$ cat config.mk
export PLATFORM = sky130hd
export DESIGN_NAME = row_fault_scan
export DESIGN_NICKNAME = d
export VERILOG_FILES = /design/src/rtl/rfs_pkg.sv /design/src/rtl/rfs_sweep_seq.sv /design/src/rtl/rfs_port_sel.sv /design/src/rtl/rfs_row_check.sv /design/src/rtl/rfs_flag_bank.sv /design/src/rtl/row_fault_scan.sv
export SDC_FILE = /design/constraint.sdc
export NUM_CORES = 1
export LEC_CHECK = 0
export BUFFER_PORTS_ARGS = -buffer_cell sky130_fd_sc_hd__buf_2
export CELL_PAD_IN_SITES_DETAIL_PLACEMENT = 0
export CELL_PAD_IN_SITES_GLOBAL_PLACEMENT = 1
export CORE_ASPECT_RATIO = 0.7
export CORE_UTILIZATION = 38
export DETAILED_ROUTE_END_ITERATION = 10
export MAX_ROUTING_LAYER = met4
export PLACE_DENSITY = 0.94
export SETUP_SLACK_MARGIN = 0.4
export SLEW_MARGIN = 20
export SYNTH_ARGS = -nofsm -noshare
export SYNTH_HDL_FRONTEND = slang
export SYNTH_SLANG_ARGS = --single-unit
$ cat constraint.sdc
create_clock -name clk -period 10.1 [get_ports clk]
set_input_delay 1.01 -clock clk [delete_from_list [all_inputs] [get_ports clk]]
set_output_delay 1.01 -clock clk [all_outputs]
set_load 0.005 [all_outputs]
$ cat src/rtl/rfs_pkg.sv
package rfs_pkg;

  typedef enum logic [1:0] {
    SEQ_WRITE = 2'd0,
    SEQ_READ  = 2'd1,
    SEQ_IDLE  = 2'd2
  } seq_state_e;

  // Number of test cycles for a given row count: two passes, write+read per row.
  function automatic int unsigned sweep_cycles(input int unsigned rows);
    return 4 * rows;
  endfunction

endpackage

$ cat src/rtl/rfs_sweep_seq.sv
module rfs_sweep_seq import rfs_pkg::*; #(
  parameter int ROWS = 16,
  parameter int AW   = $clog2(ROWS)
) (
  input  logic          clk,
  input  logic          rst_n,
  output logic          seq_wr,
  output logic          seq_rd,
  output logic [AW-1:0] seq_addr,
  output logic          seq_pass,
  output logic          test_active,
  output logic          scan_done
);

  localparam logic [AW-1:0] LAST_ROW = AW'(ROWS - 1);

  seq_state_e   state_q;
  logic [AW-1:0] addr_q;
  logic          pass_q;
  logic          done_q;

  always_ff @(posedge clk or negedge rst_n) begin
    if (!rst_n) begin
      state_q <= SEQ_WRITE;
      addr_q  <= '0;
      pass_q  <= 1'b0;
      done_q  <= 1'b0;
    end else begin
      done_q <= 1'b0;
      case (state_q)
        SEQ_WRITE: state_q <= SEQ_READ;
        SEQ_READ: begin
          if (addr_q == LAST_ROW) begin
            addr_q <= '0;
            if (pass_q) begin
              state_q <= SEQ_IDLE;
              done_q  <= 1'b1;
            end else begin
              pass_q  <= 1'b1;
              state_q <= SEQ_WRITE;
            end
          end else begin
            addr_q  <= addr_q + 1'b1;
            state_q <= SEQ_WRITE;
          end
        end
        default: state_q <= SEQ_IDLE;
      endcase
    end
  end

  assign seq_wr      = (state_q == SEQ_WRITE);
  assign seq_rd      = (state_q == SEQ_READ);
  assign seq_addr    = addr_q;
  assign seq_pass    = pass_q;
  assign test_active = (state_q != SEQ_IDLE);
  assign scan_done   = done_q;

endmodule

$ cat src/rtl/rfs_port_sel.sv
module rfs_port_sel #(
  parameter int AW = 4,
  parameter int DW = 8
) (
  input  logic          test_active,
  input  logic          seq_wr,
  input  logic          seq_rd,
  input  logic [AW-1:0] seq_addr,
  input  logic [DW-1:0] seq_data,
  input  logic          sys_wr_en,
  input  logic [AW-1:0] sys_wr_addr,
  input  logic [DW-1:0] sys_wr_data,
  input  logic          sys_rd_en,
  input  logic [AW-1:0] sys_rd_addr,
  output logic          mem_wr_en,
  output logic [AW-1:0] mem_wr_addr,
  output logic [DW-1:0] mem_wr_data,
  output logic          mem_rd_en,
  output logic [AW-1:0] mem_rd_addr
);

  always_comb begin
    if (test_active) begin
      mem_wr_en   = seq_wr;
      mem_wr_addr = seq_addr;
      mem_wr_data = seq_data;
      mem_rd_en   = seq_rd;
      mem_rd_addr = seq_addr;
    end else begin
      mem_wr_en   = sys_wr_en;
      mem_wr_addr = sys_wr_addr;
      mem_wr_data = sys_wr_data;
      mem_rd_en   = sys_rd_en;
      mem_rd_addr = sys_rd_addr;
    end
  end

endmodule

$ cat src/rtl/rfs_row_check.sv
module rfs_row_check #(
  parameter int DW = 8
) (
  input  logic          clk,
  input  logic          rst_n,
  input  logic          chk_wr,
  input  logic [DW-1:0] chk_wdata,
  input  logic          chk_rd,
  input  logic [DW-1:0] chk_rdata,
  output logic          fault_pulse
);

  logic [DW-1:0] wdata_d;
  logic          wr_d;

  function automatic logic any_bit_differs(input logic [DW-1:0] a, input logic [DW-1:0] b);
    logic hit;
    hit = 1'b0;
    for (int i = 0; i < DW; i++) hit = hit | (a[i] ^ b[i]);
    return hit;
  endfunction

  // The written word is held one cycle to meet the read of the same row.
  always_ff @(posedge clk or negedge rst_n) begin
    if (!rst_n) begin
      wdata_d <= '0;
      wr_d    <= 1'b0;
    end else begin
      wdata_d <= chk_wdata;
      wr_d    <= chk_wr;
    end
  end

  assign fault_pulse = chk_rd && wr_d && any_bit_differs(wdata_d, chk_rdata);

endmodule

$ cat src/rtl/rfs_flag_bank.sv
module rfs_flag_bank #(
  parameter int ROWS = 16,
  parameter int AW   = $clog2(ROWS),
  parameter int CW   = $clog2(ROWS + 1)
) (
  input  logic            clk,
  input  logic            rst_n,
  input  logic            fault_pulse,
  input  logic            rd_sel_en,
  input  logic [AW-1:0]   rd_sel_addr,
  output logic [ROWS-1:0] flags,
  output logic [CW-1:0]   count
);

  logic [ROWS-1:0] row_hit;

  function automatic logic [CW-1:0] count_set(input logic [ROWS-1:0] v);
    logic [CW-1:0] n;
    n = '0;
    for (int i = 0; i < ROWS; i++) n = n + CW'(v[i]);
    return n;
  endfunction

  for (genvar g = 0; g < ROWS; g++) begin : g_row
    assign row_hit[g] = fault_pulse && rd_sel_en && (rd_sel_addr == AW'(g));

    always_ff @(posedge clk or negedge rst_n) begin
      if (!rst_n)          flags[g] <= 1'b0;
      else if (row_hit[g]) flags[g] <= 1'b1;
    end
  end

  assign count = count_set(flags);

endmodule

$ cat src/rtl/row_fault_scan.sv
module row_fault_scan #(
  parameter  int ROWS = 16,
  parameter  int DW   = 8,
  localparam int AW   = $clog2(ROWS),
  localparam int CW   = $clog2(ROWS + 1)
) (
  input  logic            clk,
  input  logic            rst_n,
  input  logic            sys_wr_en,
  input  logic [AW-1:0]   sys_wr_addr,
  input  logic [DW-1:0]   sys_wr_data,
  input  logic            sys_rd_en,
  input  logic [AW-1:0]   sys_rd_addr,
  input  logic [DW-1:0]   mem_rd_data,
  output logic            mem_wr_en,
  output logic [AW-1:0]   mem_wr_addr,
  output logic [DW-1:0]   mem_wr_data,
  output logic            mem_rd_en,
  output logic [AW-1:0]   mem_rd_addr,
  output logic            test_active,
  output logic            scan_done,
  output logic [ROWS-1:0] fault_flags,
  output logic [CW-1:0]   fail_count
);

  logic          seq_wr;
  logic          seq_rd;
  logic [AW-1:0] seq_addr;
  logic          seq_pass;
  logic [DW-1:0] seq_data;
  logic          fault_pulse;

  assign seq_data = {DW{seq_pass}};

  rfs_sweep_seq #(.ROWS(ROWS), .AW(AW)) u_seq (
    .clk         (clk),
    .rst_n       (rst_n),
    .seq_wr      (seq_wr),
    .seq_rd      (seq_rd),
    .seq_addr    (seq_addr),
    .seq_pass    (seq_pass),
    .test_active (test_active),
    .scan_done   (scan_done)
  );

  rfs_port_sel #(.AW(AW), .DW(DW)) u_sel (
    .test_active (test_active),
    .seq_wr      (seq_wr),
    .seq_rd      (seq_rd),
    .seq_addr    (seq_addr),
    .seq_data    (seq_data),
    .sys_wr_en   (sys_wr_en),
    .sys_wr_addr (sys_wr_addr),
    .sys_wr_data (sys_wr_data),
    .sys_rd_en   (sys_rd_en),
    .sys_rd_addr (sys_rd_addr),
    .mem_wr_en   (mem_wr_en),
    .mem_wr_addr (mem_wr_addr),
    .mem_wr_data (mem_wr_data),
    .mem_rd_en   (mem_rd_en),
    .mem_rd_addr (mem_rd_addr)
  );

  rfs_row_check #(.DW(DW)) u_chk_row (
    .clk         (clk),
    .rst_n       (rst_n),
    .chk_wr      (seq_wr),
    .chk_wdata   (seq_data),
    .chk_rd      (seq_rd),
    .chk_rdata   (mem_rd_data),
    .fault_pulse (fault_pulse)
  );

  rfs_flag_bank #(.ROWS(ROWS), .AW(AW), .CW(CW)) u_flags (
    .clk         (clk),
    .rst_n       (rst_n),
    .fault_pulse (fault_pulse),
    .rd_sel_en   (seq_rd),
    .rd_sel_addr (seq_addr),
    .flags       (fault_flags),
    .count       (fail_count)
  );

endmodule

==> metrics.md <==
| Metric | Value |
|---|---|
| First-pass iteration count of the detailed router | `4` |
| Clock Tree Buf Depth | `2` |
| P_leak | `1.10 nW` |
| Die W | `81.8 um` |
| Critical path peak fanout | `3` |
| # Max-Cap Violations | `0` |
| Arrival time at the worst endpoint | `3.79 ns` |
| Worst reg2reg setup slack | `8.33 ns` |
| CORE AREA | `4090 um2` |
| Hold Path Origin | `u_seq.seq_pass` |
| Main synth FF type | `dfrtp_1` |
| Post-route ant nets | `0` |
| Status | `finished, final reports clean` |
| Seq pwr share | `59.9%` |
| Hold path cells | `0` |
| P_int | `132 uW` |
| # fillers | `407` |
| Initial antenna violation count | `0` |
| Syn Std Cell Area | `1690 um2` |
| Sw Ratio | `20.7%` |
| Post-synth cell types | `32` |
| Utilization after layout | `51.7%` |
| Most common cell after layout, fill and taps aside | `buf_2` |
| Crit end category | `output pin` |
| Hpwl dp | `3.01 mm` |
| Hold Path Class | `reg2reg` |
| Share of post-route cells with drive strength above 1 | `31.3%` |
| Postcts setup bufs | `0` |
| RSZ-0062 raised after global routing | `false` |
| EDFF count, synth | `0` |
| Worst r2r dst | `u_flags.flags[10]` |
| Routed vias/inst | `4.87` |
| CP dominant cell by count | `fa_1` |
| Post-Place Setup Slack | `5.60 ns` |
| Post-route design area | `2110 um2` |
| Sink Count | `25` |
| Syn Area/Cell | `9.30 um2` |
| Final WS setup | `5.30 ns` |
| CTS-repair resized insts | `0` |
| VDD IR max | `0.0579 mV` |
| CP max-delay cell | `fa_1` |
| DR WL met3 | `287 um` |
| Initial core utilization | `41.4%` |
| Post-CTS Hold Fix Bufs | `0` |
| Crit path kind | `reg2out` |
| Non-filler cells, final | `298` |
| Routed metal-1 wirelength | `1.79 mm` |
| Worst Hold Endpoint | `u_chk_row.wdata_d[0]` |
| Rows | `19` |
| Total GRT Usage | `17.3%` |
| Slew Viols, Final | `0` |
| H-tree Lvls | `1` |
| Total power | `167 uW` |
| IO Pins | `69` |
| Clock slew at reported path FFs | `0.08 ns` |
| # nets final | `294` |
| Area Growth Syn to Fin | `24.8%` |
| Placed cell area | `2070 um2` |
| Routed len/inst | `12.6 um` |
| Largest net degree at the start of global routing | `26` |
| Most frequent cells in the layout | `buf_2, inv_1, nand2_1` |
| Period utilisation layout | `47.5%` |
| CP Launch Type | `flip-flop` |
| Starting DRT DRC Count | `57` |
| Fin. Hold Viols | `0` |
| Final global-route overflow total | `0` |
| Worst r2r src | `u_seq.state_q[0]` |
| Critical Path, Cell by Cell | `fa_1, inv_1, fa_1, fa_1, fa_1, inv_1, ha_1, inv_1, fa_1, nor2b_1, o21a_1, buf_2` |
| Final-report setup violation count | `0` |
| Fin crit period | `4.80 ns` |
| Asr flop ratio synth | `100%` |
| Clock root buffer | `clkbuf_8` |
| Critical path data required time | `9.09 ns` |
| Die Y | `57.8 um` |
| Yosys Warn Count | `0` |
| Register area | `626 um2` |
| First-pass GRT wire length | `5.91 mm` |
| Die area | `4730 um2` |
| Via count | `1,451` |
| Hold WS | `0.424 ns` |
| TritonCTS clock tree | `yes` |
| Worst path max stage delay | `0.55 ns` |
| Worst reg-to-reg path cell count | `3` |
| CTS Buf Count | `3` |
| Combinational share of power | `4.9%` |
| Power per Cell Area | `79.0 nW/um2` |
| Routed wire length | `3.77 mm` |
| DR DRC count | `0` |
| Routed wl met2 | `1.67 mm` |
| Post-synthesis register bit count | `25` |
| Clock Latency Late Sink | `0.27 ns` |
| Vias in the first global route | `1,229` |
| N_diodes | `0` |
| GPL Wtd Cong | `0.777` |
| Rel. slew slack | `39.5%` |
| Syn nets | `229` |
| Fin Setup TNS | `0 ns` |
| # port buffers | `68` |
| Max Clk Rate | `209 MHz` |
| Seq/Total Area, Yosys | `37.0%` |
| Placed Cells | `294` |
| Psw | `34.6 uW` |
| Clock power frac | `35.2%` |
| Clk_skew | `0.00313 ns` |
| Cells after Synth | `182` |
| Top Layer Used | `met4` |
| Multi-input logic area | `897 um2` |
| Worst-margin pin slew | `0.901 ns` |
==> sequential cells by signal, indices dropped and copies added, names as in the netlist <==
register,count
u_chk_row.wdata_d,1
u_flags.flags,16
u_seq.scan_done,1
u_seq.seq_addr,4
u_seq.seq_pass,1
u_seq.state_q,2
==> worst max-delay path by stage <==
stage	from	endpoint	slack [ns]	cells after the start
after floorplan	u_flags.flags[0]	fail_count[4]	5.85	11
after global placement	u_flags.flags[0]	fail_count[4]	5.72	12
after detailed placement	u_flags.flags[0]	fail_count[4]	5.60	12
after CTS	u_flags.flags[0]	fail_count[4]	5.29	12
after global routing	u_flags.flags[0]	fail_count[4]	5.18	12
final	u_flags.flags[0]	fail_count[4]	5.30	12
==> synthesized netlist by cell type (3+ instances only) <==
cell type	number	area [um2]
inv_1	33	124
nor2b_1	3	18.8
a21o_1	10	75.1
ha_1	9	113
fa_1	10	200
nand2_1	31	116
clkbuf_1	7	26.3
o41ai_1	8	70.1
nand3_1	8	40.0
nand2b_1	4	25.0
xnor2_1	3	26.3
o31ai_1	8	60.1
dfrtp_1	25	626
==> critical path: cells and delay by family, from the launching register on <==
kind,cells,cell delay [ns]
simple gates,1,0.15
flops,1,0.42
buf+inv,4,0.27
compound gates,1,0.12
fa+ha+maj,6,2.55
==> routing by layer <==
layer | global-route usage (%) | vias up
li1 | - | 728
met1 | 25.2 | 670
met2 | 23.0 | 51
met3 | 5.20 | 2
met4 | 4.51 | 0
met5 | - | -
==> layout make-up <==
| type | instances | area share (%) |
|---|---|---|
| Clock buffer | 4 | 2.13 |
| Inverter | 33 | 5.86 |
| Multi-Input combinational cell | 114 | 42.5 |
| Sequential cell | 25 | 29.6 |
| Tap cell | 52 | 3.08 |
| Timing Repair Buffer | 70 | 16.8 |
==> cell families (layout without fill, tap and decap cells) <==
family,Yosys count,after routing,synth area share (%)
buffers and inverters,43,107,10.1
DFF,25,25,37.0
AOI/OAI and AO/OA,33,33,14.8
adders and majority gates,19,19,18.5
xor gates and xnor gates,3,3,1.55
and+or+nand+nor,59,59,18.2
==> power groups by stage <==
stage          clock (mW)  combinational (mW)  sequential [mW]
2_1_floorplan           0            0.000732            0.102
3_5_place_dp            0             0.00837            0.102
4_1_cts            0.0596             0.00842            0.100
3_3_place_gp            0             0.00819            0.102
6_report           0.0587             0.00820            0.100
5_1_grt            0.0643             0.00923            0.100
(Power assumes the default switching activity.)
